## src/rtl/uart_ilc_pkg.sv

```systemverilog
package uart_ilc_pkg;
  typedef enum logic {
    REQ_PULSE = 1'b0,
    REQ_LEVEL = 1'b1
  } req_mode_e;

  localparam int unsigned CH_TX  = 0;
  localparam int unsigned CH_RX  = 1;
  localparam int unsigned CH_ERR = 2;
  localparam int unsigned N_CH   = 3;
endpackage

```

## src/rtl/ilc_req_gen.sv

```systemverilog
module ilc_req_gen
  import uart_ilc_pkg::*;
(
  input  logic      clk,
  input  logic      rst,
  input  req_mode_e mode,
  input  logic      cond,
  output logic      req
);
  logic cond_q;

  always_ff @(posedge clk) begin
    if (rst) begin
      cond_q <= 1'b0;
      req    <= 1'b0;
    end else begin
      cond_q <= cond;
      req    <= (mode == REQ_LEVEL) ? cond : (cond & ~cond_q);
    end
  end
endmodule

```

## src/rtl/ilc_break_timer.sv

```systemverilog
module ilc_break_timer #(
  parameter int unsigned CNT_W = 4
) (
  input  logic             clk,
  input  logic             rst,
  input  logic             brk_set,
  input  logic             bit_tick,
  input  logic [CNT_W-1:0] frame_len,
  output logic             brk_active
);
  logic [CNT_W-1:0] tick_cnt;
  logic             last_tick;

  assign last_tick = bit_tick && ((tick_cnt + 1'b1) == frame_len);

  always_ff @(posedge clk) begin
    if (rst) begin
      brk_active <= 1'b0;
      tick_cnt   <= '0;
    end else if (!brk_active) begin
      tick_cnt <= '0;
      if (brk_set) brk_active <= 1'b1;
    end else if (last_tick) begin
      brk_active <= 1'b0;
      tick_cnt   <= '0;
    end else if (bit_tick) begin
      tick_cnt <= tick_cnt + 1'b1;
    end
  end
endmodule

```

## src/rtl/ilc_line_route.sv

```systemverilog
module ilc_line_route (
  input  logic clk,
  input  logic rst,
  input  logic loopback,
  input  logic brk_active,
  input  logic ser_tx,
  input  logic pin_rxd,
  output logic pin_txd,
  output logic core_rxd
);
  logic line_out;

  assign line_out = ser_tx & ~brk_active;

  always_ff @(posedge clk) begin
    if (rst) begin
      pin_txd  <= 1'b1;
      core_rxd <= 1'b1;
    end else begin
      pin_txd  <= loopback ? 1'b1 : line_out;
      core_rxd <= loopback ? line_out : pin_rxd;
    end
  end
endmodule

```

## src/rtl/uart_irq_line_ctl.sv

```systemverilog
module uart_irq_line_ctl
  import uart_ilc_pkg::*;
#(
  parameter int unsigned DATA_MIN = 5,
  parameter int unsigned DBIT_W   = 2,
  parameter int unsigned ERR_W    = 4
) (
  input  logic              clk,
  input  logic              rst,
  input  logic              cfg_tx_level,
  input  logic              cfg_rx_level,
  input  logic              cfg_timeout_en,
  input  logic              cfg_err_en,
  input  logic              cfg_loopback,
  input  logic              cfg_fifo_en,
  input  logic              cfg_parity_en,
  input  logic              cfg_two_stop,
  input  logic [DBIT_W-1:0] cfg_data_bits,
  input  logic              brk_set,
  input  logic              bit_tick,
  input  logic              tx_empty,
  input  logic              tx_fifo_trig,
  input  logic              rx_data_avail,
  input  logic              rx_fifo_trig,
  input  logic              rx_timeout,
  input  logic [ERR_W-1:0]  rx_err,
  input  logic              ser_tx,
  input  logic              pin_rxd,
  output logic              irq_tx,
  output logic              irq_rx,
  output logic              irq_err,
  output logic              brk_active,
  output logic              pin_txd,
  output logic              core_rxd
);
  localparam int unsigned MAX_FRAME = 1 + DATA_MIN + (2**DBIT_W - 1) + 1 + 2;
  localparam int unsigned CNT_W     = $clog2(MAX_FRAME + 1);

  logic [N_CH-1:0] ch_cond;
  logic [N_CH-1:0] ch_req;
  req_mode_e       ch_mode [N_CH];
  logic [CNT_W-1:0] frame_len;
  logic            to_qual;

  assign to_qual = cfg_timeout_en & cfg_fifo_en & rx_timeout;

  assign ch_cond[CH_TX]  = cfg_fifo_en ? tx_fifo_trig : tx_empty;
  assign ch_cond[CH_RX]  = (cfg_fifo_en ? rx_fifo_trig : rx_data_avail) | to_qual;
  assign ch_cond[CH_ERR] = cfg_err_en & (|rx_err);

  assign ch_mode[CH_TX]  = req_mode_e'(cfg_tx_level);
  assign ch_mode[CH_RX]  = req_mode_e'(cfg_rx_level);
  assign ch_mode[CH_ERR] = REQ_LEVEL;

  for (genvar g = 0; g < N_CH; g++) begin : g_req
    ilc_req_gen u_req (
      .clk  (clk),
      .rst  (rst),
      .mode (ch_mode[g]),
      .cond (ch_cond[g]),
      .req  (ch_req[g])
    );
  end

  assign irq_tx  = ch_req[CH_TX];
  assign irq_rx  = ch_req[CH_RX];
  assign irq_err = ch_req[CH_ERR];

  assign frame_len = CNT_W'(1 + DATA_MIN + int'(cfg_data_bits) + int'(cfg_parity_en)
                            + (cfg_two_stop ? 2 : 1));

  ilc_break_timer #(.CNT_W(CNT_W)) u_brk (
    .clk        (clk),
    .rst        (rst),
    .brk_set    (brk_set),
    .bit_tick   (bit_tick),
    .frame_len  (frame_len),
    .brk_active (brk_active)
  );

  ilc_line_route u_route (
    .clk        (clk),
    .rst        (rst),
    .loopback   (cfg_loopback),
    .brk_active (brk_active),
    .ser_tx     (ser_tx),
    .pin_rxd    (pin_rxd),
    .pin_txd    (pin_txd),
    .core_rxd   (core_rxd)
  );
endmodule

```

## config.mk

```make
export PLATFORM = sky130hd
export DESIGN_NAME = uart_irq_line_ctl
export DESIGN_NICKNAME = d
export VERILOG_FILES = /design/src/rtl/uart_ilc_pkg.sv /design/src/rtl/ilc_req_gen.sv /design/src/rtl/ilc_break_timer.sv /design/src/rtl/ilc_line_route.sv /design/src/rtl/uart_irq_line_ctl.sv
export SDC_FILE = /design/constraint.sdc
export NUM_CORES = 1
export LEC_CHECK = 0
export ABC_AREA = 1
export BUFFER_PORTS_ARGS = -buffer_cell sky130_fd_sc_hd__buf_2
export CORE_UTILIZATION = 40
export DETAILED_ROUTE_END_ITERATION = 12
export GPL_ROUTABILITY_DRIVEN = 0
export GPL_TIMING_DRIVEN = 0
export PLACE_DENSITY = 0.72
export SLEW_MARGIN = 20
export SYNTH_ARGS = -nofsm -noshare
export SYNTH_HDL_FRONTEND = slang
export SYNTH_SLANG_ARGS = --single-unit
```

## constraint.sdc

```tcl
create_clock -name clk -period 1.63 [get_ports clk]
set_input_delay 0.163 -clock clk [delete_from_list [all_inputs] [get_ports clk]]
set_output_delay 0.163 -clock clk [all_outputs]
set_load 0.05 [all_outputs]
```

# Word level (Yosys, flattened, before mapping)
# Cells that the tools add are included.
[totals]
out_inout_bits = 6
input_bits = 25
elab_cells = 37
reg_bits = 12
[classes]
n_mux = 9
bitwise_logic = 10
reduce_logical = 4
eq_ne = 1
add_sub_neg = 4
[op_table]
columns = ["operator", "n"]
rows = [
  ["$mux 1", 8],
  ["$and 1x1->1", 6],
  ["$add 3x2->4 const A", 1],
  ["$add 4x1->4", 1],
  ["$add 4x1->4 const B", 1],
  ["$add 4x2->4", 1],
  ["$eq 4x4->1", 1],
  ["$reduce_or 4->1", 1],
  ["$not 1->1", 3],
  ["$reduce_or 3->1", 1],
  ["$mux 2", 1],
  ["$reduce_or 2->1", 1],
  ["$logic_and 1x1->1", 1],
  ["$or 1x1->1", 1],
]

# Depth between registers and ports, before layout
# Gate-level depths: netlist of run 1.
[depth]
depth_word = 7
ltp_mapped = 13
ltp_nobuf = 13

# Hierarchy
# From an unflattened synthesis of run 1, not the netlist that was laid out.
[hier_totals]
hier_cells = 110
area_unflattened_um2 = 737.0
[modules_own_cells]
columns = ["module", "cells_each", "instances", "area_each_um2", "seq_area_each_um2"]
rows = [
  ["ilc_break_timer", 53, 1, 327.8, 100.1],
  ["ilc_req_gen", 8, 3, 65.1, 40.0],
  ["uart_irq_line_ctl", 23, 1, 132.6, 0.0],
  ["ilc_line_route", 10, 1, 81.3, 40.0],
]

# Worst setup path after synthesis of run 1
# Ideal clock, no wire load.
[synth_path]
path_kind = "input port to flip-flop"
startpoint = "in cfg_parity_en"
endpoint = "reg u_brk.brk_active"
setup_ns = 0.115
path_stages = 10
n_path_buf = 0
slack_ns = 0.089
required_time_ns = 1.515
arrival_ns = 1.426
cell_sequence = "fa_1 ha_1 inv_1 ha_1 nand3_1 nand2_1 nor2_2 nand2_2 nand2_4 nand2_1"
[synth_via]
elab_chain_len = 6
[synth_lines]
columns = ["item", "line_no", "source"]
rows = [
  ["start: declaration", "uart_irq_line_ctl.sv:16", "input logic cfg_parity_en,"],
  ["$add 4x1->4", "uart_irq_line_ctl.sv:69", "assign frame_len = CNT_W'(1 + DATA_MIN + int'(cfg_data_bits) + int'(cfg_parity_en)"],
  ["$add 4x2->4", "uart_irq_line_ctl.sv:70", "+ (cfg_two_stop ? 2 : 1));"],
  ["$eq 4x4->1", "ilc_break_timer.sv:14", "assign last_tick = bit_tick && ((tick_cnt + 1'b1) == frame_len);"],
  ["$logic_and 1x1->1", "ilc_break_timer.sv:14", ""],
  ["$mux 1", "ilc_break_timer.sv:23", "end else if (last_tick) begin"],
  ["$mux 1", "ilc_break_timer.sv:20", "end else if (!brk_active) begin"],
  ["end signal: assignment", "ilc_break_timer.sv:18", "brk_active <= 1'b0;"],
  ["end signal: assignment", "ilc_break_timer.sv:22", "if (brk_set) brk_active <= 1'b1;"],
  ["end signal: assignment", "ilc_break_timer.sv:24", "brk_active <= 1'b0;"],
  ["end: declaration", "ilc_break_timer.sv:9", "output logic brk_active"],
]
# No other way between the ends.
# A chain may end at the register's enable or synchronous reset.

# Worst setup path in the final report of run 1
# Same ends and word-level chain as after synthesis.

==> results of run 1 <==
[placed cells by master, fill, tap and decap left out]
| master | count |
|---|---|
| nand2_1 | 18 |
| nor4_1 | 1 |
| nand3_2 | 1 |
| dfxtp_1 | 12 |
| fa_1 | 1 |
| nor2_2 | 5 |
| inv_1 | 21 |
| nor2_1 | 4 |
| clkbuf_4 | 3 |
| mux2i_1 | 1 |
| xnor2_1 | 1 |
| nand4_1 | 3 |
| buf_2 | 30 |
| a21oi_1 | 2 |
| o21ai_0 | 4 |
| nand3_1 | 9 |
| nand2_4 | 1 |
| ha_1 | 4 |
| o21a_1 | 1 |
| nand2_2 | 3 |
[through the flow]
step,hold WS [ps],total power [mW],util
floorplan,263,0.436,-
global placement,362,0.484,0.545
detailed placement,368,0.491,0.545
CTS,89.1,0.663,0.559
global route,104,0.703,0.559
finish,91.6,0.657,0.559
[power breakdown]
group          switching (mW)  internal [mW]  total, mW
logic                   0.104         0.0612      0.166
clock network          0.0889         0.0855      0.174
registers             0.00732          0.310      0.317
[layout make-up]
type | count | area, µm² | share of cell area
multi-input combinational | 59 | 350 | 0.406
sequential | 12 | 240 | 0.279
timing repair buffer | 29 | 145 | 0.168
inverter | 21 | 78.8 | 0.0914
clock buffer | 3 | 22.5 | 0.0261
tap | 16 | 20.0 | 0.0232
buffer | 1 | 5.00 | 0.00581
[per-layer routing]
layer  vias to the layer above  share of wire
met5                         -              0
met4                         0          0.027
met3                         4          0.035
met2                        13           0.49
met1                       284           0.45
li1                        354              -
[state kept, by name (all words and copies together) (netlist names)]
| register | cells |
|---|---|
| u_brk.tick_cnt | 4 |
| u_route.core_rxd | 1 |
| u_brk.brk_active | 1 |
| g_req.u_req.req | 3 |
| g_req.u_req.cond_q | 2 |
| u_route.pin_txd | 1 |
[cell families after synthesis]
| group | Yosys count | synth area share |
|---|---|---|
| adder cells (fa/ha/maj) | 5 | 0.104 |
| XOR/XNOR | 1 | 0.0130 |
| buffers and inverters | 22 | 0.124 |
| AO/OA/AOI/OAI | 7 | 0.0557 |
| flip-flops | 12 | 0.356 |
| AND/OR/NAND/NOR | 45 | 0.332 |
| multiplexers | 1 | 0.0148 |
[worst paths after layout]
check,start,end,slack [ps],cells past startpoint
setup / recovery,cfg_parity_en,u_brk.brk_active,150,11
setup reg to reg,u_brk.tick_cnt[0],u_brk.brk_active,180,7
hold / removal,cfg_tx_level,g_req[0].u_req.req,90,2
hold reg to reg,g_req[1].u_req.cond_q,g_req[1].u_req.req,400,1
==> results.py, run 1 <==
metrics = {
    "status": {
        "status": "complete, no violations",
    },
    "synth": {
        "synthTopCellsByArea": "dfxtp_1 (36%), inv_1 (12%), nand2_1 (10%)",
        "postSynthNetCount": 123,
        "synth_seq_cells": 12,
        "yosysTopAreaCellShare": 0.356,
        "yosys_warnings": 0,
        "synth_edf_count": 0,
        "synth_common_cells": "inv_1 (21), nand2_1 (18), dfxtp_1 (12)",
        "syn_inst": 93,
        "syn_area_um2": 674,
        "async_flop_share": 0,
        "yosys.area.top_type": "dfxtp_1",
        "synth_flop_cell": "dfxtp_1",
        "synth.distinct_cells": 19,
        "syn_avg_cell_area_um2": 7.25,
        "seq_area_frac_synth": 0.356,
        "synth.most_common_cell": "inv_1",
    },
    "route": {
        "drtPass1Iterations": 4,
        "dr_total_vias": 655,
        "wl_um": 1320,
        "routedWlPerCell_um": 9.37,
        "antenna_left": 0,
        "first_iter_violations": 14,
        "drc": 0,
        "vias_per_cell": 4.65,
    },
    "clock_tree": {
        "cts_buffers": 3,
        "clkTransAtPathRegs_ps": 70,
        "clk_path_buf_depth": 2,
        "cts_resized": 0,
        "hold_buffers": 0,
        "root_buffer": "clkbuf_4",
        "cts_tree": "yes",
        "htreeDepth": 1,
        "cts.sinks": 12,
        "cts_setup_buffers": 0,
        "clk-insertion-delay-late_ps": 270,
    },
    "timing": {
        "post-route-min-period_ps": 1480,
        "slew_headroom": 0.806,
        "finalCritPeriodShare": 0.911,
        "finClkSkew_ps": 5.68,
        "setup_viol": 0,
        "worstMarginPinSlew_ps": 291,
        "rsz0062_at_grt": "no",
        "setup_ws_ps": 145,
        "maxSlewViolCount": 0,
        "hold_viol": 0,
        "tns_ps": 0,
        "max_clock_freq_mhz": 673,
    },
    "pwr": {
        "peakVddDrop_mv": 0.447,
        "p_leak_nw": 0.460,
        "power_density_nw_per_um2": 762,
    },
    "setup_path": {
        "crit_chain": "buf_2, fa_1, ha_1, inv_1, ha_1, nand3_1, nand2_1, nor2_2, nand2_2, nand2_4, nand2_1",
        "critical_path_buf_inv_count": 2,
        "cp-start-kind": "primary input",
        "setup.worst_path.class": "primary input to flip-flop",
        "cp.arrival_ps": 1650,
        "critPathMaxFanout": 5,
        "crit_path_max_incr_delay_ps": 420,
        "endpoint_kind": "flip-flop",
        "cpLargestDelayFamily": "adder cells",
        "required_ps": 1800,
        "slowest_stage": "fa_1",
    },
    "grt": {
        "met2_usage": 0.282,
        "grt_overflow": 0,
        "grt_pass1_wl_um": 2410,
        "grt_pass1_vias": 615,
        "antenna_found_initial": 0,
        "use_met1": 0.211,
        "grt_usage": 0.175,
        "grt_max_degree": 9,
        "top_usage_layer": "met2",
        "grtUsageMet3": 0.0511,
    },
    "floorplan": {
        "rows": 14,
        "core_region_area_um2": 1540,
        "initial_core_util": 0.438,
        "ioPinCount": 31,
        "die-width_um": 43.1,
        "die_area_um2": 1850,
        "die_h_um": 43.1,
    },
    "worst_hold_path": {
        "hp-class": "primary input to flip-flop",
    },
    "final_layout": {
        "fin_area_um2": 862,
        "nFillCells": 156,
        "fin_nets": 157,
        "drive_gt1_frac": 0.344,
        "syn2layout_area_growth_pct": 27.8,
        "antennaDiodeCount": 0,
        "fin_cells": 141,
    },
    "placed_design": {
        "place_inst": 138,
        "port_buffers": 29,
        "placed_cell_area_um2": 840,
        "dp_hpwl_um": 1110,
        "pre_cts_slack_ps": -138,
    },
    "job": {
        "drv_cap": 0,
    },
}
Note: power is estimated with default switching activity, not from simulation.
==> inputs of run 2 (changes only) <==
- RECOVER_POWER: default -> 25
- SKIP_LAST_GASP: default -> 1
==> results.py, run 2 (same netlist as run 1, synthesis figures left out) <==
metrics = {
    "timing": {
        "max_clock_freq_mhz": 673,
        "holdWs_ps": 91.6,
        "maxSlewViolCount": 0,
        "post-route-min-period_ps": 1490,
        "finClkSkew_ps": 5.57,
        "worstMarginPinSlew_ps": 291,
        "finalCritPeriodShare": 0.911,
        "rsz0062_at_grt": "no",
        "setup_viol": 0,
        "hold_viol": 0,
        "slew_headroom": 0.806,
    },
    "clock_tree": {
        "clk-insertion-delay-late_ps": 270,
        "cts_buffers": 3,
        "cts.sinks": 12,
        "root_buffer": "clkbuf_4",
        "cts_resized": 0,
        "hold_buffers": 0,
        "htreeDepth": 1,
        "cts_tree": "yes",
        "cts_setup_buffers": 0,
        "clk_path_buf_depth": 2,
        "clkTransAtPathRegs_ps": 70,
    },
    "floorplan": {
        "core_region_area_um2": 1540,
        "die_area_um2": 1850,
        "rows": 14,
        "initial_core_util": 0.438,
        "ioPinCount": 31,
        "die_h_um": 43.1,
        "die-width_um": 43.1,
    },
    "pwr": {
        "p_comb_frac": 0.251,
        "clkPwrFrac": 0.266,
        "peakVddDrop_mv": 0.447,
        "power.switching_mw": 0.200,
        "seq_power_share": 0.483,
        "power_density_nw_per_um2": 763,
        "p_leak_nw": 0.455,
        "power.internal_mw": 0.456,
        "switching_share": 0.305,
    },
    "setup_path": {
        "endpoint_kind": "flip-flop",
        "reg2reg_slack_ps": 180,
        "required_ps": 1800,
        "setup.worst_path.class": "primary input to flip-flop",
        "cp.arrival_ps": 1650,
        "cp-start-kind": "primary input",
        "critPathMaxFanout": 5,
        "r2r-start": "u_brk.tick_cnt[0]",
        "startpoint": "cfg_parity_en",
    },
    "grt": {
        "grt_usage": 0.175,
        "grt_max_degree": 9,
        "grt_pass1_wl_um": 2410,
        "grt_pass1_vias": 615,
        "grt_overflow": 0,
        "antenna_found_initial": 0,
    },
    "final_layout": {
        "fin_area_um2": 860,
        "multi_input_comb_area_um2": 350,
        "drive_gt1_frac": 0.328,
        "nFillCells": 157,
        "largestRegisters": "u_brk.tick_cnt x4, g_req.u_req.req x3, g_req.u_req.cond_q x2",
        "antennaDiodeCount": 0,
        "fin_cells": 141,
        "layout_common_cells": "buf_2 (28), inv_1 (21), nand2_1 (18)",
        "top_register": "u_brk.tick_cnt",
        "syn2layout_area_growth_pct": 27.5,
        "fin_nets": 157,
        "ff_latch_area_um2": 240,
        "final_common_cell": "buf_2",
        "largest_reg_flops": 4,
    },
    "placed_design": {
        "dp_hpwl_um": 1110,
        "port_buffers": 29,
        "place_inst": 138,
        "placed_cell_area_um2": 840,
    },
    "route": {
        "drc": 0,
        "vias_per_cell": 4.65,
        "drtPass1Iterations": 4,
        "antenna_left": 0,
        "dr_total_vias": 655,
        "first_iter_violations": 14,
        "wl_um": 1320,
        "routedWlPerCell_um": 9.38,
    },
    "worst_hold_path": {
        "min_from": "cfg_tx_level",
        "hp-class": "primary input to flip-flop",
    },
    "job": {
        "drv_cap": 0,
    },
    "status": {
        "status": "complete, no violations",
    },
}
[run 2: cell types whose count changed in the layout (fill, tap and decap cells not counted)]
cell,change
buf_2,-2
clkbuf_1,+2
[run 2: worst paths after layout]
kind	end	cells past startpoint
hold / removal	g_req[0].u_req.req	2
setup / recovery	u_brk.brk_active	11
hold reg to reg	g_req[1].u_req.req	1
setup reg to reg	u_brk.brk_active	7
[run 2: metrics by stage]
stage               total power [mW]  setup TNS [ps]  setup WS, ps   util
detailed placement             0.491            -608          -138  0.545
global placement               0.484            -413          -100  0.545
CTS                            0.663               0           153  0.559
floorplan                      0.436               0          89.1      -
finish                         0.656               0           145  0.558
global route                   0.703               0          66.9  0.558
[run 2: layout make-up]
type / count / area share
multi-input combinational: 59 / 0.408
sequential: 12 / 0.279
timing repair buffer: 29 / 0.166
inverter: 21 / 0.0917
clock buffer: 3 / 0.0262
tap: 16 / 0.0233
buffer: 1 / 0.00582
[run 2: per-layer routing]
layer  up-vias  GRT usage  routed length, µm
li1        354          -                  -
met1       284      0.211                592
met2        13      0.282                648
met3         4     0.0511                 44
met4         0     0.0909                 36
met5         -          0                  0
[run 2: power by group through the flow]
stage	clock [mW]	combinational [mW]	sequential (mW)
finish	0.174	0.165	0.317
global route	0.198	0.186	0.319
CTS	0.179	0.167	0.317
detailed placement	0	0.167	0.324
global placement	0	0.161	0.323
floorplan	0	0.0718	0.364
[run 2: worst max-delay path: stages]
cell,delay (ps)
buf_2,110
fa_1,420
ha_1,190
inv_1,50
ha_1,230
nand3_1,90
nand2_1,70
nor2_2,100
nand2_2,70
nand2_4,100
nand2_1,60
